$ cat config.mk
export PLATFORM = sky130hd
export DESIGN_NAME = irq_direct_ctrl
export DESIGN_NICKNAME = d
export VERILOG_FILES = /design/src/rtl/irqd_pkg.sv /design/src/rtl/irqd_src_cell.sv /design/src/rtl/irqd_ctx_pick.sv /design/src/rtl/irq_direct_ctrl.sv
export SDC_FILE = /design/constraint.sdc
export NUM_CORES = 1
export LEC_CHECK = 0
export ABC_AREA = 1
export BUFFER_PORTS_ARGS = -buffer_cell sky130_fd_sc_hd__clkbuf_2
export CAP_MARGIN = 30
export CORE_ASPECT_RATIO = 0.75
export CORE_UTILIZATION = 40
export DETAILED_ROUTE_END_ITERATION = 7
export PLACE_DENSITY = 0.58
export SLEW_MARGIN = 5
export SYNTH_ARGS = -nofsm -noshare
export SYNTH_HDL_FRONTEND = slang
export SYNTH_SLANG_ARGS = --single-unit
$ cat constraint.sdc
create_clock -name clk -period 15.62 [get_ports clk]
set_input_delay 0.781 -clock clk [delete_from_list [all_inputs] [get_ports clk]]
set_output_delay 0.781 -clock clk [all_outputs]
set_load 0.02 [all_outputs]
$ cat src/rtl/irqd_pkg.sv
package irqd_pkg;

    typedef enum logic [1:0] {
        ST_IDLE   = 2'd0,
        ST_RD_ACK = 2'd1,
        ST_WR_ACK = 2'd2
    } bus_state_e;

    // Claim / top-pending word layout
    localparam int ID_LSB   = 16;
    localparam int ID_W     = 10;

    // Target word layout
    localparam int HIDX_LSB = 18;
    localparam int HIDX_W   = 14;

    // Source config bits
    localparam int CFG_EN_BIT   = 0;
    localparam int CFG_EDGE_BIT = 1;

    // Offsets inside a context window
    localparam int OFF_DELIVER = 'h00;
    localparam int OFF_THRESH  = 'h04;
    localparam int OFF_TOP     = 'h18;
    localparam int OFF_CLAIM   = 'h1C;

endpackage

$ cat src/rtl/irqd_src_cell.sv
module irqd_src_cell (
    input  logic clk,
    input  logic rst_n,
    input  logic src_i,
    input  logic en,
    input  logic edge_mode,
    input  logic clr,
    output logic pend
);
    logic prev_q;
    logic rise;

    assign rise = src_i & ~prev_q;

    always_ff @(posedge clk) begin
        if (!rst_n) begin
            prev_q <= 1'b0;
            pend   <= 1'b0;
        end else begin
            prev_q <= src_i;
            if (!en)
                pend <= 1'b0;
            else if (edge_mode)
                pend <= rise | (pend & ~clr);   // a new edge beats a claim
            else
                pend <= src_i;                  // level: follow the wire
        end
    end
endmodule

$ cat src/rtl/irqd_ctx_pick.sv
module irqd_ctx_pick #(
    parameter int NUM_SRC = 8,
    parameter int PRIO_W  = 8,
    parameter int HIDX_W  = 14,
    parameter int ID_W    = 10,
    parameter int CTX_ID  = 0
) (
    input  logic [NUM_SRC-1:0]             pend,
    input  logic [NUM_SRC-1:0][HIDX_W-1:0] tgt_idx,
    input  logic [NUM_SRC-1:0][PRIO_W-1:0] tgt_prio,
    input  logic [PRIO_W-1:0]              thr,
    output logic [ID_W-1:0]                best_id,
    output logic [PRIO_W-1:0]              best_prio
);
    logic              found;
    logic [PRIO_W-1:0] bp;
    logic [ID_W-1:0]   bid;
    logic              elig;

    always_comb begin
        found = 1'b0;
        bp    = '1;
        bid   = '0;
        elig  = 1'b0;
        // ascending scan with strict compare keeps the lower ID on ties
        for (int k = 0; k < NUM_SRC; k++) begin
            elig = pend[k]
                && (tgt_idx[k] == HIDX_W'(CTX_ID))
                && ((thr == '0) || (tgt_prio[k] < thr));
            if (elig && (!found || (tgt_prio[k] < bp))) begin
                found = 1'b1;
                bp    = tgt_prio[k];
                bid   = ID_W'(k + 1);
            end
        end
        best_id   = bid;
        best_prio = found ? bp : '0;
    end
endmodule

$ cat src/rtl/irq_direct_ctrl.sv
module irq_direct_ctrl
    import irqd_pkg::*;
#(
    parameter int          NUM_SRC  = 8,
    parameter int          NUM_CTX  = 2,
    parameter int          PRIO_W   = 8,
    parameter int          ADDR_W   = 16,
    parameter int unsigned CFG_BASE = 'h1000,
    parameter int unsigned TGT_BASE = 'h3000,
    parameter int unsigned CTX_BASE = 'h4000,
    parameter int          CTX_SH   = 5
) (
    input  logic               clk,
    input  logic               rst_n,
    input  logic [NUM_SRC-1:0] src_i,
    input  logic               bus_sel,
    input  logic               bus_wr,
    input  logic [ADDR_W-1:0]  bus_addr,
    input  logic [31:0]        bus_wdata,
    output logic [31:0]        bus_rdata,
    output logic               bus_ack,
    output logic [NUM_CTX-1:0] irq_o
);
    localparam int WORD_W = ADDR_W - 2;
    localparam logic [ADDR_W-1:0] CFG_LO  = ADDR_W'(CFG_BASE);
    localparam logic [ADDR_W-1:0] TGT_LO  = ADDR_W'(TGT_BASE);
    localparam logic [ADDR_W-1:0] CTX_LO  = ADDR_W'(CTX_BASE);
    localparam logic [ADDR_W-1:0] SRC_SPAN = ADDR_W'(NUM_SRC * 4);
    localparam logic [ADDR_W-1:0] CTX_SPAN = ADDR_W'(NUM_CTX << CTX_SH);

    // ---------------- state ----------------
    bus_state_e state_q, state_d;

    logic [NUM_SRC-1:0]             cfg_en, cfg_edge, pend, clr;
    logic [NUM_SRC-1:0][HIDX_W-1:0] tgt_idx;
    logic [NUM_SRC-1:0][PRIO_W-1:0] tgt_prio;
    logic [NUM_CTX-1:0]             del_en;
    logic [NUM_CTX-1:0][PRIO_W-1:0] thr;
    logic [NUM_CTX-1:0][ID_W-1:0]   best_id;
    logic [NUM_CTX-1:0][PRIO_W-1:0] best_prio;
    logic [NUM_CTX-1:0][31:0]       top_word;
    logic [31:0]                    rd_val, rdata_q;

    // ---------------- decode ----------------
    logic [ADDR_W-1:0] cfg_off, tgt_off, ctx_off, ctx_num;
    logic [WORD_W-1:0] cfg_word, tgt_word;
    logic [CTX_SH-1:0] reg_off;
    logic              cfg_hit, tgt_hit, ctx_hit;
    logic              rd_fire, wr_fire;
    logic [PRIO_W-1:0] wprio;
    logic              unused_bits;

    assign cfg_off  = bus_addr - CFG_LO;
    assign tgt_off  = bus_addr - TGT_LO;
    assign ctx_off  = bus_addr - CTX_LO;
    assign cfg_word = cfg_off[ADDR_W-1:2];
    assign tgt_word = tgt_off[ADDR_W-1:2];
    assign ctx_num  = ctx_off >> CTX_SH;
    assign reg_off  = ctx_off[CTX_SH-1:0];
    assign cfg_hit  = (bus_addr >= CFG_LO) && (cfg_off < SRC_SPAN);
    assign tgt_hit  = (bus_addr >= TGT_LO) && (tgt_off < SRC_SPAN);
    assign ctx_hit  = (bus_addr >= CTX_LO) && (ctx_off < CTX_SPAN);
    assign rd_fire  = (state_q == ST_IDLE) && bus_sel && !bus_wr;
    assign wr_fire  = (state_q == ST_IDLE) && bus_sel &&  bus_wr;
    assign wprio    = (bus_wdata[PRIO_W-1:0] == '0) ? PRIO_W'(1)
                                                     : bus_wdata[PRIO_W-1:0];
    assign unused_bits = ^{bus_wdata[HIDX_LSB-1:PRIO_W], cfg_off[1:0], tgt_off[1:0]};

    // ---------------- bus state machine ----------------
    always_ff @(posedge clk) begin
        if (!rst_n) state_q <= ST_IDLE;
        else        state_q <= state_d;
    end

    always_comb begin
        state_d = state_q;
        unique case (state_q)
            ST_IDLE:   if (bus_sel) state_d = bus_wr ? ST_WR_ACK : ST_RD_ACK;
            ST_RD_ACK: state_d = ST_IDLE;
            ST_WR_ACK: state_d = ST_IDLE;
            default:   state_d = ST_IDLE;
        endcase
    end

    always_comb begin
        bus_ack   = 1'b0;
        bus_rdata = '0;
        unique case (state_q)
            ST_IDLE:   ;
            ST_RD_ACK: begin bus_ack = 1'b1; bus_rdata = rdata_q; end
            ST_WR_ACK: bus_ack = 1'b1;
            default:   ;
        endcase
    end

    // ---------------- per-source pending ----------------
    for (genvar k = 0; k < NUM_SRC; k++) begin : g_src
        irqd_src_cell u_cell (
            .clk      (clk),
            .rst_n    (rst_n),
            .src_i    (src_i[k]),
            .en       (cfg_en[k]),
            .edge_mode(cfg_edge[k]),
            .clr      (clr[k]),
            .pend     (pend[k])
        );
    end

    // ---------------- per-context selection ----------------
    for (genvar c = 0; c < NUM_CTX; c++) begin : g_ctx
        irqd_ctx_pick #(
            .NUM_SRC(NUM_SRC), .PRIO_W(PRIO_W), .HIDX_W(HIDX_W),
            .ID_W(ID_W), .CTX_ID(c)
        ) u_pick (
            .pend     (pend),
            .tgt_idx  (tgt_idx),
            .tgt_prio (tgt_prio),
            .thr      (thr[c]),
            .best_id  (best_id[c]),
            .best_prio(best_prio[c])
        );

        always_comb begin
            top_word[c] = '0;
            top_word[c][ID_LSB +: ID_W]  = best_id[c];
            top_word[c][PRIO_W-1:0]      = best_prio[c];
        end

        assign irq_o[c] = del_en[c] && (best_id[c] != '0);
    end

    // ---------------- claim clear ----------------
    always_comb begin
        clr = '0;
        for (int c = 0; c < NUM_CTX; c++) begin
            if (rd_fire && ctx_hit && (ctx_num == ADDR_W'(c))
                && (reg_off == CTX_SH'(OFF_CLAIM))) begin
                for (int k = 0; k < NUM_SRC; k++)
                    if (best_id[c] == ID_W'(k + 1)) clr[k] = 1'b1;
            end
        end
    end

    // ---------------- read mux ----------------
    always_comb begin
        rd_val = '0;
        for (int k = 0; k < NUM_SRC; k++) begin
            if (cfg_hit && (cfg_word == WORD_W'(k))) begin
                rd_val[CFG_EN_BIT]   = cfg_en[k];
                rd_val[CFG_EDGE_BIT] = cfg_edge[k];
            end
            if (tgt_hit && (tgt_word == WORD_W'(k))) begin
                rd_val[HIDX_LSB +: HIDX_W] = tgt_idx[k];
                rd_val[PRIO_W-1:0]         = tgt_prio[k];
            end
        end
        for (int c = 0; c < NUM_CTX; c++) begin
            if (ctx_hit && (ctx_num == ADDR_W'(c))) begin
                if (reg_off == CTX_SH'(OFF_DELIVER)) rd_val[0] = del_en[c];
                if (reg_off == CTX_SH'(OFF_THRESH))  rd_val[PRIO_W-1:0] = thr[c];
                if ((reg_off == CTX_SH'(OFF_TOP)) || (reg_off == CTX_SH'(OFF_CLAIM)))
                    rd_val = top_word[c];
            end
        end
    end

    always_ff @(posedge clk) begin
        if (!rst_n)       rdata_q <= '0;
        else if (rd_fire) rdata_q <= rd_val;
    end

    // ---------------- register writes ----------------
    always_ff @(posedge clk) begin
        if (!rst_n) begin
            cfg_en   <= '0;
            cfg_edge <= '0;
            for (int k = 0; k < NUM_SRC; k++) begin
                tgt_idx[k]  <= '0;
                tgt_prio[k] <= PRIO_W'(1);
            end
            del_en <= '0;
            thr    <= '0;
        end else if (wr_fire) begin
            for (int k = 0; k < NUM_SRC; k++) begin
                if (cfg_hit && (cfg_word == WORD_W'(k))) begin
                    cfg_en[k]   <= bus_wdata[CFG_EN_BIT];
                    cfg_edge[k] <= bus_wdata[CFG_EDGE_BIT];
                end
                if (tgt_hit && (tgt_word == WORD_W'(k))) begin
                    tgt_idx[k]  <= bus_wdata[HIDX_LSB +: HIDX_W];
                    tgt_prio[k] <= wprio;
                end
            end
            for (int c = 0; c < NUM_CTX; c++) begin
                if (ctx_hit && (ctx_num == ADDR_W'(c))) begin
                    if (reg_off == CTX_SH'(OFF_DELIVER)) del_en[c] <= bus_wdata[0];
                    if (reg_off == CTX_SH'(OFF_THRESH))  thr[c]    <= bus_wdata[PRIO_W-1:0];
                end
            end
        end
    end
endmodule

==> run_results.csv <==
group,metric,value,unit
placed_design,dpl_cell_area,0.0214,mm^2
power,ir_drop,82.1,uV
critical_path,max_stage_delay,0.50,ns
logic_synthesis,synth-seq-cells,252,
detailed_routing,ant_nets,0,
grt,first_global_vias,20100,
detailed_routing,dr_total_vias,22500,
finish,multi_input_area,0.0134,mm^2
floorplanning,io_pins,95,
grt,grt_usage,0.327,
critical_path,worst_path_max_delay_cell,"o21ai_0",
placed_design,post-place-ws,0.891,ns
detailed_routing,wirelength,86.2,mm
floorplanning,die_y,197,um
clocking,cts_sinks,252,
floorplanning,die_area,0.0516,mm^2
finish,nets,3466,
finish,fillers,5321,
finish,seqCellArea,0.00504,mm^2
detailed_routing,drt_iter0_drc,2597,
status,status,"completed",
critical_path,worst_ep_required_time,16.10,ns
logic_synthesis,synth_cell_types,54,
sta,fin_crit_sh,0.930,
logic_synthesis,muxShareOfSynthArea,0.00549,
finish,drive_gt1_frac,0.0827,
sta,relSlewSlack,0.267,
critical_path,crit_fanout,18,
detailed_routing,viasPerCell,5.81,
placed_design,placed_cells,3822,
power,leakage,0.0104,uW
detailed_routing,wl_per_cell,22.2,um
flow_run,maxCapViolCount,0,
power,p_per_area,63.9,mW/mm^2
placed_design,port_buffers,76,
finish,final_common_cell,"nand2_1",
sta,fmax,0.0688,GHz
placed_design,hpwl,68.6,mm
grt,grt_max_degree,93,
logic_synthesis,yosys_warnings,0,
clocking,clk_pin_slew,0.07,ns
grt,grt_overflow,0,
logic_synthesis,synth_edf_count,0,
clocking,clockRootBuffer,"clkbuf_16",
clocking,cts_buffers,29,
detailed_routing,dr.pass1.iters,6,
sta,drv_slew,0,
critical_path,crit_path_start_kind,"flop",
sta,worstMarginPinSlew,1.10,ns
clocking,cts_htree_levels,1,
floorplanning,core,0.0501,mm^2
critical_path,arrival,15.01,ns
floorplanning,rows,71,
logic_synthesis,synth_top_family_by_area,"simple AND/OR/NAND/NOR gates",
critical_path,worstSetupPathType,"flop to flop",
worst_hold_path,hold_path.class,"primary input to flop",
logic_synthesis,syn_area,0.0203,mm^2
logic_synthesis,async_flop_share,0,
sta,finalCriticalPeriod,14.53,ns
finish,area_growth,10.6,%
finish,final_cell_mix,"nand2_1 (693), o21ai_0 (366), inv_1 (357)",
sta,rsz0062_at_grt,"false",
critical_path,path_common_cell,"nand2_1",
finish,fin_area,0.0224,mm^2
logic_synthesis,synth_fa_ha_area_frac,0.128,
sta,finClkSkew,0.0200,ns
logic_synthesis,synth_compound_area_frac,0.260,
logic_synthesis,avgSynthCellArea,6.43,um^2
critical_path,critPathCaptureType,"flop",
logic_synthesis,synth_top_flop_cell,"dfxtp_1",
detailed_routing,drc,0,
finish,fin_cells,3876,
grt,antenna_found_initial,3,
placed_design,gp_congestion,0.997,
clocking,clock_path_buffers,3,
sta,hold_violations,0,
grt,grt_first_pass_wirelength,127,mm
critical_path,r2r_slack,1.09,ns
logic_synthesis,synth_xor_area_frac,0,
sta,fin_hold_ws,0.400,ns
sta,setup_viol,0,
floorplanning,start_util,0.405,
floorplanning,die_x,262,um
sta,tns,0,ns
sta,fin_ws,1.09,ns
logic_synthesis,netlist_instances,3151,
logic_synthesis,yosys.area_share.simple,0.262,
clocking,clk_latency,0.60,ns
clocking,tritoncts,"done",
logic_synthesis,seq_area_frac_synth,0.249,
[timing repair]
item                                    in CTS  in global routing
gates resized for setup                      0                 15
buffers inserted                             0                  0
endpoints found under the setup margin       0                 20
hold buffers                                 0                  0
[cell usage after synthesis (4+ instances only)]
library cell	n	area, um^2
nand4_1	48	300
nand2_2	25	156
inv_1	357	1340
buf_4	8	60.1
o21ai_1	28	140
nor3_1	52	260
clkinv_1	13	48.8
o221ai_1	21	184
ha_1	208	2600
nand2_4	8	90.1
nor4_1	40	250
a21o_1	8	60.1
o2111ai_1	16	140
nand2_1	694	2610
dfxtp_1	252	5040
a211o_1	4	35.0
nand3_1	104	521
o21ai_0	378	1890
o22ai_1	10	62.6
nor2_1	236	886
mux2_2	9	101
a2111oi_0	6	52.6
a31oi_1	10	62.6
o211ai_1	57	428
or2_2	15	93.8
a221oi_1	11	96.3
nor3b_1	6	45.0
clkbuf_1	108	405
a211oi_1	51	383
a21oi_1	313	1570
a22oi_1	6	45.0
nor2_2	4	25.0
a21boi_0	7	52.6
inv_2	13	48.8
[metal layers]
| layer | GRT usage | routed length [um] |
|---|---|---|
| met5 | 0 | 0 |
| met2 | 0.449 | 33400 |
| met1 | 0.509 | 41900 |
| met4 | 0.0858 | 2310 |
| met3 | 0.0585 | 8680 |
[cells by family (layout without fill, tap and decap cells)]
logic type	count (synthesis)	after routing
AOI/OAI and AO/OA	935	935
adders and majority gates	208	208
buffers and inverters	503	563
DFF	252	252
muxes	10	10
other	1	9
and+or+nand+nor	1242	1242
[final timing paths]
path	from	to	depth (start not counted)
worst max-delay path	thr[13]$_SDFFE_PN0P_	g_src[1].u_cell.pend$_SDFF_PN0_	79
worst min-delay path	src_i[1]	g_src[1].u_cell.prev_q$_SDFF_PN0_	3
worst max register to register	thr[13]$_SDFFE_PN0P_	g_src[1].u_cell.pend$_SDFF_PN0_	79
worst min register to register	cfg_en[3]$_SDFFE_PN0P_	g_src[3].u_cell.pend$_SDFF_PN0_	2
[sequential cells by signal, summed over array words and instances (netlist names)]
register             flops
cfg_edge                 8
del_en                   2
thr                     16
tgt_prio                64
g_src.u_cell.prev_q      8
rdata_q                 24
state_q                  2
tgt_idx                112
cfg_en                   8
g_src.u_cell.pend        8
[area by class of cell]
type                    instances  share of cell area
multi-input cells            2403               0.597
repair buffers                129              0.0347
flip-flops and latches        252               0.225
well taps                     657              0.0367
clock inverters                12             0.00681
inverters                     383              0.0641
diodes                          1            0.000112
clock buffers                  39              0.0358
[critical path: cells and delay by family, from the launching register on]
kind | cells | cell delay (ns)
AOI/OAI and AO/OA | 16 | 3.87
adders and majority gates | 8 | 2.49
buffers and inverters | 7 | 1.29
DFF | 1 | 0.42
and+or+nand+nor | 48 | 6.28
[metrics by stage]
step	total power (uW)	utilization
4_1_cts	1440	0.447
5_1_grt	1470	0.447
2_1_floorplan	696	-
3_5_place_dp	725	0.428
6_report	1430	0.447
3_3_place_gp	724	0.428
[power breakdown]
group	total [uW]	switching, uW	internal, uW	leakage [uW]
registers	647	1.36	646	0.00203
clock network	718	309	409	0.000469
logic	66.0	52.3	13.6	0.00791
Note: power is estimated with default switching activity, not from simulation.
